File: config.mk
export PLATFORM = sky130hd
export DESIGN_NAME = usb_devaddr_filter
export DESIGN_NICKNAME = d
export VERILOG_FILES = /design/src/rtl/usbaddr_pkg.sv /design/src/rtl/usbaddr_regs.sv /design/src/rtl/usbaddr_select.sv /design/src/rtl/usbaddr_match.sv /design/src/rtl/usb_devaddr_filter.sv
export SDC_FILE = /design/constraint.sdc
export NUM_CORES = 1
export LEC_CHECK = 0
export BUFFER_PORTS_ARGS = -buffer_cell sky130_fd_sc_hd__buf_4
export CAP_MARGIN = 10
export CORE_MARGIN = 2
export CORE_UTILIZATION = 30
export DETAILED_ROUTE_END_ITERATION = 7
export SYNTH_ARGS = -nofsm -noshare
export SYNTH_HDL_FRONTEND = slang
export SYNTH_SLANG_ARGS = --single-unit
File: constraint.sdc
create_clock -name clk -period 3.1 [get_ports clk]
set_input_delay 0.465 -clock clk [delete_from_list [all_inputs] [get_ports clk]]
set_output_delay 0.465 -clock clk [all_outputs]
set_load 0.03 [all_outputs]
File: src/rtl/usbaddr_pkg.sv
package usbaddr_pkg;

    parameter int ADDR_W = 7;

    typedef logic [ADDR_W-1:0] dev_addr_t;

    typedef struct packed {
        dev_addr_t addr;
        logic      armed;
    } addr_state_t;

    localparam dev_addr_t DEFAULT_ADDR = '0;

endpackage

File: src/rtl/usbaddr_regs.sv
module usbaddr_regs
    import usbaddr_pkg::*;
(
    input  logic      clk,
    input  logic      rst_n,
    input  logic      ctrl_on,
    input  logic      bus_reset,
    input  logic      wr_en,
    input  dev_addr_t wr_addr,
    input  logic      wr_arm,
    output dev_addr_t addr_o,
    output logic      armed_o
);

    addr_state_t state_d;
    addr_state_t state_q;

    logic clear_req;
    logic arm_conflict;

    always_comb begin
        state_d      = state_q;
        clear_req    = !ctrl_on || bus_reset;
        arm_conflict = wr_arm && (wr_addr != state_q.addr);
        if (clear_req) begin
            state_d.addr  = DEFAULT_ADDR;
            state_d.armed = 1'b0;
        end else if (wr_en && !arm_conflict) begin
            state_d.addr  = wr_addr;
            state_d.armed = wr_arm;
        end
    end

    always_ff @(posedge clk or negedge rst_n) begin
        if (!rst_n) begin
            state_q <= '{addr: DEFAULT_ADDR, armed: 1'b0};
        end else begin
            state_q <= state_d;
        end
    end

    assign addr_o  = state_q.addr;
    assign armed_o = state_q.armed;

endmodule

File: src/rtl/usbaddr_select.sv
module usbaddr_select
    import usbaddr_pkg::*;
(
    input  dev_addr_t stored_addr,
    input  logic      armed,
    output dev_addr_t eff_addr
);

    logic use_stored;

    always_comb begin
        use_stored = armed && (stored_addr != DEFAULT_ADDR);
        eff_addr   = use_stored ? stored_addr : DEFAULT_ADDR;
    end

endmodule

File: src/rtl/usbaddr_match.sv
module usbaddr_match
    import usbaddr_pkg::*;
(
    input  logic      tok_valid,
    input  dev_addr_t tok_addr,
    input  dev_addr_t eff_addr,
    output logic      tok_hit
);

    logic [ADDR_W-1:0] diff;

    always_comb begin
        diff    = tok_addr ^ eff_addr;
        tok_hit = tok_valid && (diff == '0);
    end

endmodule

File: src/rtl/usb_devaddr_filter.sv
module usb_devaddr_filter
    import usbaddr_pkg::*;
(
    input  logic              clk,
    input  logic              rst_n,
    input  logic              ctrl_on,
    input  logic              bus_reset,
    input  logic              wr_en,
    input  logic [ADDR_W-1:0] wr_addr,
    input  logic              wr_arm,
    output logic [ADDR_W-1:0] rd_addr,
    output logic              rd_armed,
    input  logic              tok_valid,
    input  logic [ADDR_W-1:0] tok_addr,
    output logic [ADDR_W-1:0] eff_addr,
    output logic              tok_hit
);

    dev_addr_t stored_addr;
    logic      stored_armed;
    dev_addr_t eff_int;

    usbaddr_regs u_regs (
        .clk       (clk),
        .rst_n     (rst_n),
        .ctrl_on   (ctrl_on),
        .bus_reset (bus_reset),
        .wr_en     (wr_en),
        .wr_addr   (wr_addr),
        .wr_arm    (wr_arm),
        .addr_o    (stored_addr),
        .armed_o   (stored_armed)
    );

    usbaddr_select u_select (
        .stored_addr (stored_addr),
        .armed       (stored_armed),
        .eff_addr    (eff_int)
    );

    usbaddr_match u_match (
        .tok_valid (tok_valid),
        .tok_addr  (tok_addr),
        .eff_addr  (eff_int),
        .tok_hit   (tok_hit)
    );

    assign rd_addr  = stored_addr;
    assign rd_armed = stored_armed;
    assign eff_addr = eff_int;

endmodule

==> results.txt <==
Seq/Total Area, Yosys - 30.0%
endpoints failing setup - 0
PD cells - 302 nW/um^2
critical path type - reg2out
drt first pass iters - 4
synthesized area - 667 sq um
die area - 2620 sq um
CTS tree - done
Hold-fix buffers, CTS - 0
Slew Limit Fails - 0
post-synthesis cell count - 79
post-route setup TNS - 0 ns
drc violations - 0
Worst Skew - 0.000675 ns
Skew-Pair Late Insertion Delay - 0.24 ns
Mapped Nets - 100
Antenna diodes - 0
CTS Sinks - 8
Power, Total - 0.296 mW
I/O Pins - 37
top post-synthesis cells by count - nor2_1 (11), inv_1 (9), nand2_1 (9)
worst reg2reg path depth - 4
layout cells sized above 1 - 37.9%
area fraction of the dominant cell type after synthesis - 30.0%
Tmin final - 2.27 ns
Finished Cell Area - 980 sq um
post-CTS setup buffers - 0
flops & latches, synth - 8
most common cell in the netlist - nor2_1
initial core utilization - 31.0%
critical path required time - 2.63 ns
vias in the first global route - 633
Die Wd - 51.2 um
total grt overflow - 0
Syn Area/Cell - 8.44 sq um
final-stage net count - 139
critical path arrival - 1.81 ns
RePlAce Congestion - 0.724
die span in y - 51.2 um
1st-iter DRT viols - 15
vias per cell - 4.94
RSZ-0062 raised after global routing - false
CTS H-Tree Depth - 1
Syn. warnings - 0
DP HPWL - 1.47 mm
Max Freq - 440 MHz
Post-DRT Antenna Nets - 0
CP Capture Type - primary output
GRT Util Overall - 14.9%
row cnt - 17
PortBufs - 36
Tcrit/Tclk final - 73.4%
FFs w/ async S/R, synth - 100%
hold_ws - 0.0247 ns
Total Routed Length - 1.82 mm
Core ar. - 2150 sq um
Max Fanout on Critical Path - 5
cts bufs inserted - 3
FF/Latch Area - 200 sq um
Leak - 0.464 nW
Area Overhead vs Synth - 46.9%
outcome - finished clean
Fillers - 221
Worst-Margin Slew - 0.668 ns
Post-synth EDFFs - 0
Min-Delay Path Class - in2async
deepest clock path buffer count - 2
worst vdd ir - 161 uV
vias - 711
max_slew headroom - 55.4%
DP Area - 957 sq um
Worst setup SP type - register
final hold vios - 0
Root Driver - clkbuf_4
dominant cell type by area after synthesis - dfrtp_1
Cell variety after synth - 29
maxcap violations - 0
most common flop cell mapped by yosys - dfrtp_1
post-cts resize count - 0
DR WL/cell - 12.6 um
CTS clk-pin slew, worst paths - 0.05 ns
footprint of the multi-input gates - 409 sq um
largest net degree at the start of global routing - 12
initial antenna violation count - 0
top cells by area, synth - dfrtp_1 (30%), mux2i_1 (11%), xor2_1 (11%)
global-route wire length before repair - 2.89 mm
[cell type report]
type                       instances  area share (%)
clock buffer                       3            2.30
timing repair buffer              36            27.6
tap                               28            3.58
multi-input combinational         58            41.8
inverter                          11            4.34
sequential                         8            20.4
[registers in the layout, summed over array words and instances (netlist names)]
| signal | cells |
|---|---|
| u_regs.armed_o | 1 |
| u_regs.addr_o | 7 |
[per-stage QoR]
stage | setup WS (ns) | instances | utilization (%)
after detailed placement | 0.962 | 141 | 44.6
after global routing | 0.729 | 144 | 45.6
after floorplan | 0.526 | 79 | -
after global placement | 1.02 | 141 | 44.6
final | 0.825 | 144 | 45.6
after CTS | 0.847 | 144 | 45.6
[routing by layer]
metal  up-vias  global-route usage (%)  routed length [um]
met3         4                    2.34                 132
met5         -                       0                   0
met2        44                    25.1                 824
met4         0                    6.76                  32
li1        347                       -                   -
met1       316                    18.5                 826
[cell families after synthesis]
logic type	synth area share, %
compound gates	18.8
xor+xnor	11.8
buf+inv	8.63
flops	30.0
mux	10.5
simple gates	20.3
[placed cells by master (no fill, tap or decap), drive strengths merged]
master / count
nor4: 3
a22oi: 1
nor2: 11
nor2b: 1
dfrtp: 8
a21oi: 2
mux2i: 7
o21ai: 4
clkbuf: 3
a222oi: 1
buf: 36
o22ai: 1
nand3: 1
o2111ai: 1
xnor2: 1
a31oi: 1
inv: 10
clkinv: 1
nor4bb: 1
nand2: 9
a2bb2oi: 1
xor2: 8
or2: 1
a2111oi: 1
nand3b: 1
a41oi: 1
[path summary, 6_finish.rpt]
check                                 start               end  slack [ns]
setup / recovery           u_regs.addr_o[3]           tok_hit        0.83
hold reg to reg            u_regs.addr_o[3]  u_regs.addr_o[3]        0.68
max in group asynchronous             rst_n  u_regs.addr_o[3]        2.95
min in group clk                 wr_addr[3]  u_regs.addr_o[3]        0.48
hold / removal                        rst_n  u_regs.addr_o[0]        0.02
setup reg to reg           u_regs.addr_o[0]  u_regs.addr_o[6]        1.59
[worst max-delay path: stages (launching register included)]
cell,delay [ns]
dfrtp_1,0.44
or2_1,0.25
a222oi_1,0.30
nor2_1,0.07
nor4_1,0.29
buf_4,0.21
[power by group]
group / switching [mW] / internal [mW] / leakage (nW)
Combinational: 0.0527 / 0.0454 / 0.343
Sequential: 0.0111 / 0.110 / 0.107
Clock: 0.0327 / 0.0441 / 0.0138
Total: 0.0965 / 0.200 / 0.464
No activity file was read; power rests on OpenSTA's default activity.
